**src/rtl/cascade_irq_pkg.sv**
```systemverilog
package cascade_irq_pkg;
  localparam int IN_N  = 8;
  localparam int IDX_W = $clog2(IN_N);

  typedef enum logic [1:0] {ST_RUN, ST_BASE, ST_CASC, ST_MODE} initSt_t;

  typedef struct packed {
    logic             initClr;
    logic             maskLd;
    logic             specEoi;
    logic             anyEoi;
    logic [IDX_W-1:0] eoiLvl;
    logic [IN_N-1:0]  wdat;
  } ctlStrb_t;

  typedef struct packed {
    logic [7:0]      base;
    logic [IN_N-1:0] cascMap;
    logic            aeoi;
    logic            lvlAll;
  } cfg_t;
endpackage

```
**src/rtl/cascade_irq_ctl.sv**
```systemverilog
module cascade_irq_ctl
  import cascade_irq_pkg::*;
(
  input  logic            clk,
  input  logic            rstN,
  input  logic            wrEn,
  input  logic            addrSel,
  input  logic [7:0]      wrData,
  input  logic [IN_N-1:0] irrVec,
  input  logic [IN_N-1:0] isrVec,
  input  logic [IN_N-1:0] imrVec,
  output logic [7:0]      rdData,
  output ctlStrb_t        strb,
  output cfg_t            cfg
);
  initSt_t state;
  logic single, wantMode, readIsr;
  logic cmdWr, datWr;

  assign cmdWr = wrEn && !addrSel;
  assign datWr = wrEn && addrSel;

  always_comb begin
    strb = '0;
    strb.wdat   = wrData;
    strb.eoiLvl = wrData[IDX_W-1:0];
    if (cmdWr && wrData[4]) begin
      strb.initClr = 1'b1;
    end else if (cmdWr && !wrData[3] && state == ST_RUN) begin
      strb.specEoi = (wrData[7:5] == 3'b011);
      strb.anyEoi  = (wrData[7:5] == 3'b001);
    end else if (datWr && state == ST_RUN) begin
      strb.maskLd = 1'b1;
    end
  end

  always_ff @(posedge clk) begin
    if (!rstN) begin
      state    <= ST_RUN;
      single   <= 1'b0;
      wantMode <= 1'b0;
      readIsr  <= 1'b0;
      cfg      <= '0;
    end else if (cmdWr && wrData[4]) begin
      state      <= ST_BASE;
      single     <= wrData[1];
      wantMode   <= wrData[0];
      cfg.lvlAll <= wrData[3];
      cfg.aeoi   <= 1'b0;
      readIsr    <= 1'b0;
    end else if (cmdWr && wrData[3] && wrData[1] && state == ST_RUN) begin
      readIsr <= wrData[0];
    end else if (datWr) begin
      case (state)
        ST_BASE: begin
          cfg.base <= wrData;
          state    <= !single ? ST_CASC : (wantMode ? ST_MODE : ST_RUN);
        end
        ST_CASC: begin
          cfg.cascMap <= wrData;
          state       <= wantMode ? ST_MODE : ST_RUN;
        end
        ST_MODE: begin
          cfg.aeoi <= wrData[1];
          state    <= ST_RUN;
        end
        default: ;
      endcase
    end
  end

  assign rdData = addrSel ? imrVec : (readIsr ? isrVec : irrVec);

  // an initialization start always expects the vector base next
  a_r2_init_entry: assert property (@(posedge clk) disable iff (!rstN)
    (cmdWr && wrData[4]) |=> (state == ST_BASE));
endmodule

```
**src/rtl/cascade_irq_dp.sv**
```systemverilog
module cascade_irq_dp
  import cascade_irq_pkg::*;
(
  input  logic             clk,
  input  logic             rstN,
  input  ctlStrb_t         strb,
  input  cfg_t             cfg,
  input  logic             isSlave,
  input  logic [IN_N-1:0]  irqIn,
  input  logic [IN_N-1:0]  trigMode,
  input  logic             ackIn,
  input  logic [IDX_W-1:0] casIn,
  output logic [IN_N-1:0]  irrVec,
  output logic [IN_N-1:0]  isrVec,
  output logic [IN_N-1:0]  imrVec,
  output logic             intOut,
  output logic [7:0]       vecOut,
  output logic             vecValid,
  output logic [IDX_W-1:0] casOut,
  output logic             casEn
);
  localparam logic [IDX_W-1:0] LAST_IDX = IDX_W'(IN_N - 1);

  logic [IN_N-1:0]  imr, isr, edgeLat, prevIrq, ackBit, isrNxt, latNxt;
  logic [IN_N-1:0]  levelMode, pend, allowed, winBit;
  logic [IDX_W-1:0] winIdx, lowIsr;
  logic             hasReq, lowHit, ackPend, respond, ackTake, toSlave, blk;

  assign levelMode = trigMode | {IN_N{cfg.lvlAll}};
  assign irrVec    = (levelMode & irqIn) | (~levelMode & edgeLat & irqIn);
  assign pend      = irrVec & ~imr;

  always_comb begin
    blk     = 1'b0;
    allowed = '0;
    hasReq  = 1'b0;
    winIdx  = '0;
    lowHit  = 1'b0;
    lowIsr  = '0;
    for (int i = 0; i < IN_N; i++) begin
      if (isr[i]) blk = 1'b1;
      allowed[i] = pend[i] && !blk;
      if (allowed[i] && !hasReq) begin
        hasReq = 1'b1;
        winIdx = IDX_W'(i);
      end
      if (isr[i] && !lowHit) begin
        lowHit = 1'b1;
        lowIsr = IDX_W'(i);
      end
    end
  end

  assign winBit  = IN_N'(1) << winIdx;
  assign respond = isSlave ? (casIn == cfg.cascMap[IDX_W-1:0]) : 1'b1;
  assign ackTake = ackIn && respond;
  assign toSlave = !isSlave && hasReq && cfg.cascMap[winIdx];
  assign casEn   = ackIn && toSlave;
  assign casOut  = casEn ? winIdx : '0;
  assign intOut  = hasReq;

  always_comb begin
    latNxt = (edgeLat | (irqIn & ~prevIrq)) & irqIn;
    isrNxt = isr;
    if (ackPend && cfg.aeoi)  isrNxt = isrNxt & ~ackBit;
    if (strb.specEoi)         isrNxt = isrNxt & ~(IN_N'(1) << strb.eoiLvl);
    if (strb.anyEoi && lowHit) isrNxt = isrNxt & ~(IN_N'(1) << lowIsr);
    if (ackTake && hasReq) begin
      isrNxt = isrNxt | winBit;
      latNxt = latNxt & ~winBit;
    end
    if (strb.initClr) begin
      isrNxt = '0;
      latNxt = '0;
    end
  end

  always_ff @(posedge clk) begin
    if (!rstN) begin
      imr      <= '1;
      isr      <= '0;
      edgeLat  <= '0;
      prevIrq  <= '0;
      ackBit   <= '0;
      ackPend  <= 1'b0;
      vecOut   <= '0;
      vecValid <= 1'b0;
    end else begin
      prevIrq  <= irqIn;
      edgeLat  <= latNxt;
      isr      <= isrNxt;
      vecValid <= 1'b0;
      ackPend  <= 1'b0;
      if (strb.initClr)     imr <= '0;
      else if (strb.maskLd) imr <= strb.wdat;
      if (ackTake) begin
        vecValid <= !toSlave;
        vecOut   <= cfg.base + {{(8-IDX_W){1'b0}}, (hasReq ? winIdx : LAST_IDX)};
        ackBit   <= hasReq ? winBit : '0;
        ackPend  <= hasReq;
      end
    end
  end

  assign isrVec = isr;
  assign imrVec = imr;

  // an acknowledge adds at most one in-service bit per cycle
  a_r4_single_grant: assert property (@(posedge clk) disable iff (!rstN)
    1'b1 |=> $onehot0(isr & ~$past(isr)));
  // a line masked in the previous cycle never becomes in service
  a_r5_mask_honoured: assert property (@(posedge clk) disable iff (!rstN)
    1'b1 |=> ((isr & ~$past(isr) & $past(imr)) == '0));
  // a spurious acknowledge grants nothing
  a_r9_spurious_clean: assert property (@(posedge clk) disable iff (!rstN)
    (ackTake && !hasReq) |=> ((isr & ~$past(isr)) == '0));
  // a specific end-of-interrupt clears its bit
  a_r7_spec_eoi: assert property (@(posedge clk) disable iff (!rstN)
    (strb.specEoi && !(ackTake && hasReq)) |=> !isr[$past(strb.eoiLvl)]);
  // automatic end-of-interrupt clears the granted bit one cycle later
  a_r8_auto_eoi: assert property (@(posedge clk) disable iff (!rstN)
    (ackPend && cfg.aeoi) |=> ((isr & $past(ackBit)) == '0));
  // only a master announces a cascade line
  a_r11_master_only: assert property (@(posedge clk) disable iff (!rstN)
    casEn |-> !isSlave);
endmodule

```
**src/rtl/cascade_irq_ctrl.sv**
```systemverilog
module cascade_irq_ctrl
  import cascade_irq_pkg::*;
(
  input  logic       clk,
  input  logic       rstN,
  input  logic       wrEn,
  input  logic       addrSel,
  input  logic [7:0] wrData,
  output logic [7:0] rdData,
  input  logic       isSlave,
  input  logic [7:0] irqIn,
  input  logic [7:0] trigMode,
  output logic       intOut,
  input  logic       ackIn,
  output logic [7:0] vecOut,
  output logic       vecValid,
  input  logic [2:0] casIn,
  output logic [2:0] casOut,
  output logic       casEn
);
  ctlStrb_t        strb;
  cfg_t            cfg;
  logic [IN_N-1:0] irrVec, isrVec, imrVec;

  cascade_irq_ctl u_ctl (
    .clk(clk), .rstN(rstN), .wrEn(wrEn), .addrSel(addrSel), .wrData(wrData),
    .irrVec(irrVec), .isrVec(isrVec), .imrVec(imrVec), .rdData(rdData),
    .strb(strb), .cfg(cfg)
  );

  cascade_irq_dp u_dp (
    .clk(clk), .rstN(rstN), .strb(strb), .cfg(cfg), .isSlave(isSlave),
    .irqIn(irqIn), .trigMode(trigMode), .ackIn(ackIn), .casIn(casIn),
    .irrVec(irrVec), .isrVec(isrVec), .imrVec(imrVec), .intOut(intOut),
    .vecOut(vecOut), .vecValid(vecValid), .casOut(casOut), .casEn(casEn)
  );
endmodule

```
**config.mk**
```make
export PLATFORM = sky130hd
export DESIGN_NAME = cascade_irq_ctrl
export DESIGN_NICKNAME = d
export VERILOG_FILES = /design/src/rtl/cascade_irq_pkg.sv /design/src/rtl/cascade_irq_ctl.sv /design/src/rtl/cascade_irq_dp.sv /design/src/rtl/cascade_irq_ctrl.sv
export SDC_FILE = /design/constraint.sdc
export NUM_CORES = 1
export LEC_CHECK = 0
export CORE_MARGIN = 4
export CORE_UTILIZATION = 39
export DETAILED_ROUTE_END_ITERATION = 10
export GPL_ROUTABILITY_DRIVEN = 0
export HOLD_SLACK_MARGIN = 0.03
export SYNTH_ARGS = -nofsm -noshare
export SYNTH_HDL_FRONTEND = slang
export SYNTH_HIERARCHICAL = 1
export SYNTH_SLANG_ARGS = --single-unit
```
**constraint.sdc**
```tcl
create_clock -name clk -period 7.2 [get_ports clk]
set_input_delay 0.72 -clock clk [delete_from_list [all_inputs] [get_ports clk]]
set_output_delay 0.72 -clock clk [all_outputs]
set_load 0.02 [all_outputs]
```
# ---- Word level (Yosys, flattened, before mapping)
# Index checks and enable logic that the tools add are counted.
dict set report word_totals {
  register_bits 73
  latchBits 0
  ramBits 0
  mem_bits_ro 0
  inputBits 33
  word_cells 192
  memories 0
}
dict set report op_classes {
  n_addsub 1
  multipliers 0
  n_div 0
  magnitude_cmp 1
  n_eq_ne 7
  n_shift 3
  muxes 63
  n_bitwise 24
  reduce_logical 76
}
# op n
set op_table {}
lappend op_table {{bitwise AND 8 bit} 10}
lappend op_table {{two-way mux 8 bit} 10}
lappend op_table {{inverter 8 bit} 7}
lappend op_table {{logical AND 1 bit} 38}
lappend op_table {{two-way mux 1 bit} 33}
lappend op_table {{two-way mux 3 bit} 11}
lappend op_table {{OR 8 bit} 4}
lappend op_table {{logical NOT 1 bit} 25}
lappend op_table {{<< shifter 1 x 3 -> 8 bit (first input constant)} 3}
lappend op_table {{two-way mux 2 bit} 7}
lappend op_table {{AND reduction 3 bit} 3}
lappend op_table {{adder 8 x 3 -> 8 bit} 1}
lappend op_table {{AND reduction 4 bit} 2}
lappend op_table {{case mux 2 bit (3 select lines)} 1}
lappend op_table {{equality test 2 bit (second input constant)} 2}
lappend op_table {{< comparator 3 x 4 -> 1 bit (second input constant)} 1}
lappend op_table {{nonzero test 2 bit} 2}
lappend op_table {{nonzero test 4 bit} 1}
lappend op_table {{OR reduction 2 bit} 2}
lappend op_table {{binary-select mux 1 bit (select 3 bit)} 1}
lappend op_table {{equality test 3 x 1 -> 1 bit (second input constant)} 1}
lappend op_table {{equality test 3 x 2 -> 1 bit (second input constant)} 1}
lappend op_table {{equality test 3 bit} 1}
lappend op_table {{inverter 1 bit} 3}
lappend op_table {{5 further kinds} 5}

# ---- Depth between registers and ports, before layout
dict set report depth {
  depth_word 34
  depth_mapped 15
}

# ---- By module
# Netlist, hierarchy kept.
# module instances cells_each area_each_um2 seq_area_each_um2
set by_module_without_submodules {}
lappend by_module_without_submodules {cascade_irq_dp 1 311 2708.8 1001.0}
lappend by_module_without_submodules {cascade_irq_ctl 1 142 1338.8 460.4}

# ---- Worst setup path after synthesis
# Ideal clock, no wire load.
dict set report synth_path {
  path_type {input to output}
  start {input irqIn[6]}
  end {output casOut[0]}
  arrival_time_ns 2.702
  path_slack_ns 3.778
  stages 7
  n_path_buf 0
  cell_sequence {or3b_2 > o22a_1 > o32ai_4 > nand3_1 > a211oi_1 > o21ai_2 > a211oi_1}
}
dict set report synth_via {
  elab_chain_len 14
}
# item line_no
set synth_rtl {}
lappend synth_rtl {{start: declaration} cascade_irq_ctrl.sv:11} ;# input logic [7:0] irqIn,
lappend synth_rtl {{bitwise AND 8 bit} cascade_irq_dp.sv:30} ;# assign irrVec = (levelMode & irqIn) | (~levelMode & edgeLat & irqIn);
lappend synth_rtl {{OR 8 bit (*)} cascade_irq_dp.sv:30}
lappend synth_rtl {{bitwise AND 8 bit (*)} cascade_irq_dp.sv:31} ;# assign pend = irrVec & ~imr;
lappend synth_rtl {{logical AND 1 bit (*)} cascade_irq_dp.sv:42} ;# allowed[i] = pend[i] && !blk;
lappend synth_rtl {{logical AND 1 bit (*)} cascade_irq_dp.sv:43} ;# if (allowed[i] && !hasReq) begin
lappend synth_rtl {{two-way mux 1 bit} cascade_irq_dp.sv:43}
lappend synth_rtl {{logical NOT 1 bit} cascade_irq_dp.sv:43}
lappend synth_rtl {{logical AND 1 bit} cascade_irq_dp.sv:43}
lappend synth_rtl {{two-way mux 3 bit} cascade_irq_dp.sv:43}
lappend synth_rtl {{binary-select mux 1 bit (select 3 bit)} cascade_irq_dp.sv:57} ;# assign toSlave = !isSlave && hasReq && cfg.cascMap[winIdx];
lappend synth_rtl {{two-way mux 1 bit (implied by the code)} cascade_irq_dp.sv:57}
lappend synth_rtl {{logical AND 1 bit} cascade_irq_dp.sv:57}
lappend synth_rtl {{logical AND 1 bit} cascade_irq_dp.sv:58} ;# assign casEn = ackIn && toSlave;
lappend synth_rtl {{two-way mux 3 bit (*)} cascade_irq_dp.sv:59} ;# assign casOut = casEn ? winIdx : '0;
lappend synth_rtl {{end: declaration} cascade_irq_ctrl.sv:18} ;# output logic [2:0] casOut,
# Every way passes the cells marked *; elsewhere a longest branch is shown, timed or not. The select of a mux whose other input is x is not followed.

# ---- Worst setup path in the final report
dict set report layout_path {
  start {input trigMode[7]}
  end {output casOut[1]}
}
dict set report layout_via {
  elab_chain_len 14
}
# item line_no
set layout_rtl {}
lappend layout_rtl {{start: declaration} cascade_irq_ctrl.sv:12} ;# input logic [7:0] trigMode,
lappend layout_rtl {{OR 8 bit (*)} cascade_irq_dp.sv:29} ;# assign levelMode = trigMode | {IN_N{cfg.lvlAll}};
lappend layout_rtl {{inverter 8 bit} cascade_irq_dp.sv:30}
lappend layout_rtl {{bitwise AND 8 bit (2 in series)} cascade_irq_dp.sv:30}
lappend layout_rtl {{OR 8 bit (*)} cascade_irq_dp.sv:30}
lappend layout_rtl {{bitwise AND 8 bit (*)} cascade_irq_dp.sv:31}
lappend layout_rtl {{logical AND 1 bit (*)} cascade_irq_dp.sv:42}
lappend layout_rtl {{logical AND 1 bit (*)} cascade_irq_dp.sv:43}
lappend layout_rtl {{two-way mux 3 bit} cascade_irq_dp.sv:43}
lappend layout_rtl {{binary-select mux 1 bit (select 3 bit)} cascade_irq_dp.sv:57}
lappend layout_rtl {{two-way mux 1 bit (implied by the code)} cascade_irq_dp.sv:57}
lappend layout_rtl {{logical AND 1 bit} cascade_irq_dp.sv:57}
lappend layout_rtl {{logical AND 1 bit} cascade_irq_dp.sv:58}
lappend layout_rtl {{two-way mux 3 bit (*)} cascade_irq_dp.sv:59}
# Marked as above.

==> impl_metrics.yaml <==
clocking:
  cts_root_buf: "clkbuf_8"
  clk-insertion-delay-late_ns: 0.35
  clkSlewWorstSetupHoldPaths_ns: 0.07
  cts_made_buffers: 9
  htreeDepth: 3
  cts.sinks: 73
  tritoncts: "done"
  ctsHoldBuffers: 0
  cts_resized: 0
  clock_path_buffers: 2
  postCtsSetupBuffers: 0
setup_path:
  crit_chain: "clkdlybuf4s50_1 -> o31ai_1 -> o22a_1 -> o32a_1 -> o21ai_0 -> a211oi_1 -> o21ai_2 -> a211oi_1 -> clkdlybuf4s50_1"
  critical_path_class: "primary input to primary output"
  cp.arrival_ns: 3.86
  max_stage_delay_ns: 0.64
  start_kind: "primary input"
  critPathMaxFanout: 5
  cp.required_ns: 6.48
  cp-end-kind: "primary output"
  critPathSlowestCell: "clkdlybuf4s50_1"
grt:
  antenna_found_initial: 0
  grt_max_degree: 57
  grt.total_usage_pct: 18.8
  grt_pass1_vias: 3274
  grt-ovfl-total: 0
  grt_first_pass_wirelength_mm: 17.3
synthesis:
  async_flop_share_pct: 0
  ys.flop_type: "dfxtp_1"
  yosys_warnings: 6
  synth_nets: 495
  netlist.area_leader.share_pct: 36.1
  ys_seq_elements: 73
  ys_seq_area_share_pct: 36.1
  yosys.area.top_type: "dfxtp_1"
  synth_edf_count: 0
  synth.area.top_cells: "dfxtp_1, mux2i_1, nor2b_1"
  ys_types: 74
  avgSynthCellArea_um2: 8.94
  synthesis.area_mm2: 0.00405
  synthCells: 453
layout:
  final_nets: 531
  area.growth.synth_to_final_pct: 19.1
  drive_above_1_share_pct: 8.70
  final_cell_area_mm2: 0.00482
  diodes: 0
  utilization_pct: 48.4
placed_design:
  place_area_mm2: 0.00458
  pre_cts_slack_ns: 2.72
  dp_hpwl_mm: 7.88
  io_buffers: 54
timing:
  timing.final.crit_period_ns: 4.58
  slew_headroom_pct: 38.9
  worstMarginPinSlew_ns: 0.913
  finalSetupViolations: 0
  drv_slew: 0
  fin_crit_sh_pct: 63.7
  fin_setup_tns_ns: 0
  clock_skew_ns: 0.0100
  rsz0062_at_grt: "no"
  worst_slack_ns: 2.62
  hold_viol: 0
  max_freq_mhz: 218
floorplanning:
  die-area_mm2: 0.0121
  io_pins: 55
  core-area_mm2: 0.00995
  start_util_pct: 40.7
  die_h_um: 110
  num_rows: 36
  die_w_um: 110
flow_run:
  cap_violations: 0
drt:
  drt-vias-per-instance: 5.45
  drc: 0
  wl_per_cell_um: 17.3
  antenna_left: 0
  dr_total_vias: 3415
  dr.pass1.iters: 5
  finalWirelength_mm: 10.8
  drt_iter0_drc: 118
hold_path:
  hp-class: "flop to flop"
pwr:
  power.leakage_nw: 1.91
  peakVddDrop_uv: 99.0
  power_w: 0.000990
  p_per_area_mw_per_mm2: 205
outcome:
  status: "finished, final reports clean"
[kinds of logic (layout without fill, tap and decap cells)]
| logic type | count (synthesis) | count (layout) | synth area share, % |
|---|---|---|---|
| AOI/OAI and AO/OA | 111 | 111 | 19.9 |
| xor gates and xnor gates | 9 | 9 | 1.95 |
| adders and majority gates | 9 | 9 | 2.97 |
| buffers and inverters | 51 | 92 | 6.34 |
| DFF | 73 | 73 | 36.1 |
| muxes | 36 | 36 | 8.90 |
| and+or+nand+nor | 164 | 164 | 23.8 |
[worst max-delay path: cells and delay by family]
kind                   cells  cell delay (ns)
buffers and inverters      2             1.04
AOI/OAI and AO/OA          7             2.09
[layer usage]
metal / vias up / wire, um / GRT usage, %
met1: 1607 / 4900 / 24.9
met2: 115 / 4970 / 30.0
li1: 1677 / - / -
met4: 0 / 218 / 5.08
met5: - / 0 / 0
met3: 16 / 749 / 5.34
[cell type report]
class                   count  area [um^2]
flip-flops and latches     73         1460
multi-input cells         329         2330
inverters                  21         78.8
well taps                 133          166
repair buffers             55          548
fillers                   976         5130
clock buffers              11          131
clock inverters             5          104
[path summary, 6_finish.rpt]
path,from,slack [ns],endpoint,depth (start not counted)
min reg2reg,u_dp/ackBit[4]$_SDFFE_PN0P_,0.46,u_dp/ackBit[4]$_SDFFE_PN0P_,2
max reg2reg,u_ctl/cfg[0]$_SDFFE_PN0P_,3.79,u_dp/vecOut[7]$_SDFFE_PN0P_,14
max,trigMode[7],2.62,casOut[1],9
min,u_dp/ackBit[4]$_SDFFE_PN0P_,0.46,u_dp/ackBit[4]$_SDFFE_PN0P_,2
[metrics by stage]
step | hold slack (ns) | cells
after floorplan | 0.435 | 453
after global placement | 0.450 | 611
after detailed placement | 0.456 | 611
after CTS | 0.467 | 627
after global routing | 0.481 | 627
final | 0.464 | 627
[cell usage in the layout (no fill, tap or decap), drive strengths merged, types with 3 or more instances in the layout]
master	count
o21ai	28
or4	3
bufinv	3
o211ai	5
and2	12
clkdlybuf4s50	54
nand2	45
nor2b	27
ha	8
o2111ai	4
nor2	20
or3	5
a21boi	10
dfxtp	73
a22oi	4
nand2b	4
inv	21
a21oi	21
xnor2	4
nand4	3
a211oi	6
clkbuf	11
mux2i	36
a32oi	3
nor3	9
o31ai	3
nand3	14
o211a	5
xor2	5
o21a	3
nor4	3
and3	10
[sequential cells by signal, indices dropped and copies added (netlist names)]
signal and cells:
u_ctl/cfg 18, u_ctl/readIsr 1, u_ctl/single 1, u_ctl/state 2, u_ctl/wantMode 1, u_dp/ackBit 8
u_dp/ackPend 1, u_dp/edgeLat 8, u_dp/imrVec 8, u_dp/isrVec 8, u_dp/prevIrq 8, u_dp/vecOut 8
u_dp/vecValid 1
[synthesized netlist by cell type (all sizes together), types with 4 or more instances]
library cell and instances:
dfxtp 73, nand2 45, ha 8, nand3 14, o211ai 5, clkbuf 12, a22oi 4, nor2b 27
a21boi 10, mux2i 36, a21oi 21, o21ai 28, o2111ai 4, xor2 5, nor2 20, buf 18
and3 10, xnor2 4, a211oi 6, inv 21, and2 12, nand2b 4, or3 5, nor3 9
o211a 5
[report_power, final]
part	internal, W	leakage (nW)	switching, W
combinational	0.0000758	1.20	0.0000953
clock	0.000231	0.118	0.000156
sequential	0.000420	0.596	0.0000117
total	0.000727	1.91	0.000263
Power figures use the tool's default switching activity.
